File: config.mk
export PLATFORM = sky130hd
export DESIGN_NAME = msa_unit
export DESIGN_NICKNAME = d
export VERILOG_FILES = /design/src/rtl/msa_pkg.sv /design/src/rtl/msa_ctrl.sv /design/src/rtl/msa_datapath.sv /design/src/rtl/msa_unit.sv
export SDC_FILE = /design/constraint.sdc
export NUM_CORES = 1
export LEC_CHECK = 0
export BUFFER_PORTS_ARGS = -buffer_cell sky130_fd_sc_hd__buf_4
export CAP_MARGIN = 10
export CORE_ASPECT_RATIO = 1.75
export CORE_MARGIN = 5
export CORE_UTILIZATION = 60
export CTS_BUF_LIST = sky130_fd_sc_hd__clkbuf_4
export DETAILED_ROUTE_END_ITERATION = 10
export GPL_TIMING_DRIVEN = 0
export PLACE_DENSITY = 0.87
export SYNTH_ARGS = -nofsm -noshare
export SYNTH_HDL_FRONTEND = slang
export SYNTH_SLANG_ARGS = --single-unit
File: constraint.sdc
create_clock -name clk -period 6.55 [get_ports clk]
set_input_delay 0.9825 -clock clk [delete_from_list [all_inputs] [get_ports clk]]
set_output_delay 0.9825 -clock clk [all_outputs]
set_load 0.05 [all_outputs]
File: src/rtl/msa_pkg.sv
package msa_pkg;

  // Strobes from the sequencer to the datapath, one set per cycle.
  typedef struct packed {
    logic loadOps;    // capture all five operands
    logic capFirst;   // register the A*B product
    logic capSecond;  // register the C*D product
    logic mulSelCd;   // shared multiplier works on C,D instead of A,B
    logic capRes;     // register the final sum
  } msa_strobe_t;

endpackage

File: src/rtl/msa_ctrl.sv
module msa_ctrl
  import msa_pkg::*;
#(
  parameter int SCHED = 3,
  localparam int STEP_W = $clog2(SCHED + 1)
) (
  input  logic        clk,
  input  logic        rst,
  input  logic        start,
  output msa_strobe_t strobes,
  output logic        busy,
  output logic        done
);

  logic              busyQ;
  logic              doneQ;
  logic [STEP_W-1:0] stepQ;
  logic              lastStep;

  assign lastStep = busyQ && (stepQ == STEP_W'(SCHED));

  always_comb begin
    strobes           = '0;
    strobes.loadOps   = start && !busyQ;
    strobes.capRes    = lastStep;
    strobes.capFirst  = (SCHED >= 2) && busyQ && (stepQ == STEP_W'(1));
    strobes.capSecond = busyQ && (((SCHED == 2) && (stepQ == STEP_W'(1))) ||
                                  ((SCHED == 3) && (stepQ == STEP_W'(2))));
    strobes.mulSelCd  = (SCHED == 3) && busyQ && (stepQ == STEP_W'(2));
  end

  always_ff @(posedge clk) begin
    if (rst) begin
      busyQ <= 1'b0;
      stepQ <= '0;
      doneQ <= 1'b0;
    end else begin
      doneQ <= lastStep;
      if (strobes.loadOps) begin
        busyQ <= 1'b1;
        stepQ <= STEP_W'(1);
      end else if (busyQ) begin
        if (lastStep) begin
          busyQ <= 1'b0;
          stepQ <= '0;
        end else begin
          stepQ <= stepQ + STEP_W'(1);
        end
      end
    end
  end

  assign busy = busyQ;
  assign done = doneQ;

endmodule

File: src/rtl/msa_datapath.sv
module msa_datapath
  import msa_pkg::*;
#(
  parameter int DATA_W = 8,
  parameter int SCHED  = 3,
  localparam int PROD_W = 2 * DATA_W,
  localparam int RES_W  = PROD_W + 2
) (
  input  logic                     clk,
  input  logic                     rst,
  input  msa_strobe_t              strobes,
  input  logic signed [DATA_W-1:0] opA,
  input  logic signed [DATA_W-1:0] opB,
  input  logic signed [DATA_W-1:0] opC,
  input  logic signed [DATA_W-1:0] opD,
  input  logic signed [DATA_W-1:0] opF,
  output logic signed [RES_W-1:0]  result
);

  localparam int EXT_P = RES_W - PROD_W;
  localparam int EXT_F = RES_W - DATA_W;

  logic signed [DATA_W-1:0] aQ, bQ, cQ, dQ, fQ;
  logic signed [RES_W-1:0]  resQ;
  logic signed [PROD_W-1:0] firstProd;   // A*B feeding the final stage
  logic signed [PROD_W-1:0] secondProd;  // C*D feeding the final stage
  logic signed [RES_W-1:0]  finalSum;

  always_ff @(posedge clk) begin
    if (rst) begin
      aQ <= '0; bQ <= '0; cQ <= '0; dQ <= '0; fQ <= '0;
    end else if (strobes.loadOps) begin
      aQ <= opA; bQ <= opB; cQ <= opC; dQ <= opD; fQ <= opF;
    end
  end

  generate
    if (SCHED == 1) begin : g_oneCycle
      logic unusedStrobes;
      assign unusedStrobes = strobes.capFirst ^ strobes.capSecond ^ strobes.mulSelCd;
      assign firstProd  = aQ * bQ;
      assign secondProd = cQ * dQ;
    end else if (SCHED == 2) begin : g_twoCycle
      logic signed [PROD_W-1:0] abQ, cdQ;
      logic unusedStrobes;
      assign unusedStrobes = strobes.mulSelCd;
      always_ff @(posedge clk) begin
        if (rst) begin
          abQ <= '0;
          cdQ <= '0;
        end else begin
          if (strobes.capFirst)  abQ <= aQ * bQ;
          if (strobes.capSecond) cdQ <= cQ * dQ;
        end
      end
      assign firstProd  = abQ;
      assign secondProd = cdQ;
    end else begin : g_threeCycle
      logic signed [DATA_W-1:0] mulX, mulY;
      logic signed [PROD_W-1:0] sharedProd;
      logic signed [PROD_W-1:0] abQ, cdQ;
      assign mulX       = strobes.mulSelCd ? cQ : aQ;
      assign mulY       = strobes.mulSelCd ? dQ : bQ;
      assign sharedProd = mulX * mulY;
      always_ff @(posedge clk) begin
        if (rst) begin
          abQ <= '0;
          cdQ <= '0;
        end else begin
          if (strobes.capFirst)  abQ <= sharedProd;
          if (strobes.capSecond) cdQ <= sharedProd;
        end
      end
      assign firstProd  = abQ;
      assign secondProd = cdQ;
    end
  endgenerate

  // Subtract then add, both in the widened result format.
  always_comb begin
    logic signed [RES_W-1:0] extAb, extCd, extF;
    extAb    = {{EXT_P{firstProd[PROD_W-1]}}, firstProd};
    extCd    = {{EXT_P{secondProd[PROD_W-1]}}, secondProd};
    extF     = {{EXT_F{fQ[DATA_W-1]}}, fQ};
    finalSum = (extAb - extCd) + extF;
  end

  always_ff @(posedge clk) begin
    if (rst)                 resQ <= '0;
    else if (strobes.capRes) resQ <= finalSum;
  end

  assign result = resQ;

endmodule

File: src/rtl/msa_unit.sv
module msa_unit
  import msa_pkg::*;
#(
  parameter int DATA_W = 8,
  parameter int SCHED  = 3,
  localparam int RES_W = 2 * DATA_W + 2
) (
  input  logic                     clk,
  input  logic                     rst,
  input  logic                     start,
  input  logic signed [DATA_W-1:0] opA,
  input  logic signed [DATA_W-1:0] opB,
  input  logic signed [DATA_W-1:0] opC,
  input  logic signed [DATA_W-1:0] opD,
  input  logic signed [DATA_W-1:0] opF,
  output logic                     busy,
  output logic                     done,
  output logic signed [RES_W-1:0]  result
);

  msa_strobe_t strobes;

  msa_ctrl #(.SCHED(SCHED)) uCtrl (
    .clk     (clk),
    .rst     (rst),
    .start   (start),
    .strobes (strobes),
    .busy    (busy),
    .done    (done)
  );

  msa_datapath #(.DATA_W(DATA_W), .SCHED(SCHED)) uPath (
    .clk     (clk),
    .rst     (rst),
    .strobes (strobes),
    .opA     (opA),
    .opB     (opB),
    .opC     (opC),
    .opD     (opD),
    .opF     (opF),
    .result  (result)
  );

endmodule

==> flow_summary_export.csv <==
group,metric,value,unit
cells_and_area,nets,1105,
yosys,synth.area.top_cells,"dfxtp_1, fa_1, ha_1",
cells_and_area,area_growth,11.4,%
clock_tree,h-tree-depth,3,
routing,drt_iter0_markers,229,
place,place_congestion,0.912,
setup_path,timing.rr.end,"uPath.firstProd[14]",
sta,setup_tns,0,ns
die,die_area,14300,sq um
routing,via_per_inst,5.49,
yosys,yosysUniqueCellTypes,51,
global_route,grt_pass1_vias,5850,
global_route,grt_first_pass_wirelength,25.7,mm
clock_tree,cts_hold_buffers,0,
yosys,syn_inst,868,
sta,fin_crit_sh,93.9,%
sta,drv_slew,0,
yosys,yosysSeqAreaShare,26.4,%
routing,ant_nets,0,
die,fp.dieW,92.4,um
routing,wire_per_inst,14.4,um
yosys,synth-xor-area-share,2.95,%
setup_path,critPathArrivalTime,6.51,ns
yosys,yosys_register_bits,94,
setup_path,worstPathMaxFanout,10,
setup_path,critical_path_class,"register to register",
global_route,grt_max_degree,17,
sta,setup_viol,0,
yosys,synth_area,7130,sq um
clock_tree,clockBufferDepth,2,
yosys,synth-async-reset-ratio,0,%
clock_tree,cts.sink_count,94,
clock_tree,clkTransAtPathRegs,0.16,ns
clock_tree,insertion_delay,0.47,ns
cells_and_area,layout_common_cells,"inv_1, nand2_1, dfxtp_1",
sta,max_slew_margin,39.1,%
power,cellPowerDensity,172,nW/um^2
yosys,synth_top_family_by_area,"adder cells",
die,placeableCoreArea,11600,sq um
yosys,ys_warn_count,0,
setup_path,critPathLaunchType,"register",
power,ir_drop,141,uV
global_route,antenna_found_initial,1,
yosys,synth-compound-area-share,13.6,%
setup_path,required,6.91,ns
sta,clock_skew,0.0320,ns
cells_and_area,drive_gt1_share,10.7,%
sta,period_needed,6.15,ns
die,ios,63,
clock_tree,post_cts_buffers,0,
setup_path,ff2ff_setup_slack,0.40,ns
sta,whs,0.461,ns
routing,totalWireLength,15.6,mm
yosys,synth_top_area_share,26.4,%
sta,hold_violations,0,
yosys,syn_area_per_cell,8.22,sq um
global_route,grt-ovfl-total,0,
place,port_buffers,62,
cells_and_area,fillers,945,
routing,drc,0,
setup_path,path_common_cell,"inv_1",
cells_and_area,fin_cells,1081,
yosys,yosys.area_share.simple,16.6,%
setup_path,timing.critical_path.from,"uCtrl.stepQ[0]",
setup_path,worstSetupEndpoint,"uPath.firstProd[14]",
sta,worstMarginPinSlew,0.888,ns
yosys,synth_fp_nets,1032,
yosys,synth_ff_type,"dfxtp_1",
setup_path,end_kind,"register",
die,placementRows,52,
setup_path,cp_slowest_cell,"mux2i_1",
place,hpwl,12.7,mm
routing,drtPass1Iterations,6,
status,status,"completed",
yosys,synth_largest_area_cell,"dfxtp_1",
run,maxCapViolations,0,
setup_path,crit_chain,"inv_1 > ha_1 > nand2_2 > buf_2 > mux2i_1 > nor2_1 > fa_1 > inv_1 > fa_1 > inv_1 > fa_1 > inv_1 > fa_1 > inv_1 > ha_1 > o21a_1 > o31a_4 > o211ai_2 > a21oi_1 > a211o_1 > or3_1 > o311ai_1",
die,start_util,61.2,%
clock_tree,cts_tree,"built",
clock_tree,cts_buffers,9,
setup_path,critPathMaxStageDelay,0.60,ns
global_route,grt_usage,22.5,%
setup_path,worst_r2r_path_depth,22,
power,p_leak,3.56,nW
hold_path,hp-class,"register to register",
cells_and_area,final_common_cell,"inv_1",
place,dp_cells,1065,
routing,vias,5934,
yosys,synth.mux.area_fraction,2.54,%
sta,max_freq,0.163,GHz
setup_path,reg2reg_from,"uCtrl.stepQ[0]",
yosys,synth_fa_ha_area_share,28.7,%
yosys,synth_edf_count,0,
sta,rsz0062_at_grt,"no",
die,die_height,154,um
clock_tree,cts_root_buf,"clkbuf_4",
[flip-flops by register name (all words and copies together) (netlist names)]
register / cells
uPath.firstProd: 16
uPath.dQ: 8
uPath.bQ: 8
uCtrl.stepQ: 2
uPath.cQ: 8
uPath.aQ: 8
uCtrl.busy: 1
uCtrl.done: 1
uPath.g_threeCycle.cdQ: 16
uPath.fQ: 8
uPath.result: 18
[repair_timing]
item / 4_1_cts / 5_1_grt
endpoints found under the hold margin: 0 / 0
resized for setup: 0 / 5
endpoints found under the setup margin: 0 / 2
[area by class of cell]
type / count / area (sq um) / area share [%]
clock inverters: 6 / 91.3 / 1.15
clock buffers: 9 / 67.6 / 0.850
diodes: 1 / 2.50 / 0.0315
inverters: 143 / 537 / 6.75
well taps: 135 / 169 / 2.13
plain buffers: 30 / 115 / 1.45
multi-input cells: 601 / 4620 / 58.1
repair buffers: 62 / 465 / 5.86
flip-flops and latches: 94 / 1880 / 23.7
[routing by layer]
layer	vias up	global-route usage, %	share of wire [%]
met5	-	0	0
met4	0	13.3	5.0
met3	51	3.16	3.5
met2	141	43.2	56
met1	2842	22.3	35
li1	2900	-	-
[cell usage after synthesis (11+ instances only)]
| cell type | instances |
|---|---|
| inv_1 | 143 |
| mux2i_1 | 17 |
| fa_1 | 71 |
| dfxtp_1 | 94 |
| or2_2 | 11 |
| xnor2_1 | 14 |
| clkbuf_1 | 27 |
| a21oi_1 | 87 |
| ha_1 | 50 |
| nand2_1 | 140 |
| a211oi_1 | 11 |
| nor2_1 | 86 |
| o21ai_0 | 17 |
[cell families after synthesis]
| group | Yosys count |
|---|---|
| simple gates | 279 |
| buf+inv | 173 |
| compound gates | 159 |
| fa+ha+maj | 121 |
| flops | 94 |
| xor+xnor | 24 |
| mux | 18 |
[worst min-delay path by stage]
stage,start,end,slack (ns),cells past startpoint
floorplan,uPath.bQ[7],uPath.bQ[7],0.44,2
global placement,uPath.result[17],uPath.result[17],0.44,2
detailed placement,uPath.result[13],uPath.result[13],0.44,2
CTS,uPath.result[3],uPath.result[3],0.46,2
global route,uPath.result[3],uPath.result[3],0.48,2
finish,uPath.result[9],uPath.result[9],0.46,2
[power by group]
group / switching (mW) / internal [mW] / total (mW)
Combinational: 0.232 / 0.162 / 0.394
Sequential: 0.0120 / 0.592 / 0.604
Clock: 0.210 / 0.156 / 0.366
[through the flow]
step | cell area (sq um) | setup slack (ns) | total power, mW | util [%]
2_1_floorplan | 7130 | 0.862 | 0.908 | -
3_3_place_gp | 7770 | 0.494 | 0.993 | 66.7
3_5_place_dp | 7770 | 0.388 | 1.00 | 66.7
4_1_cts | 7930 | 0.304 | 1.36 | 68.0
5_1_grt | 7950 | 0.0106 | 1.44 | 68.2
6_report | 7950 | 0.399 | 1.36 | 68.2
[worst max-delay path, delay by kind of cell, from the launching register on]
family	cells	cell delay, ns
compound gates	6	0.97
fa+ha+maj	6	2.60
buf+inv	6	0.65
flops	1	0.44
mux	1	0.60
simple gates	3	0.78
Power figures use the tool's default switching activity.
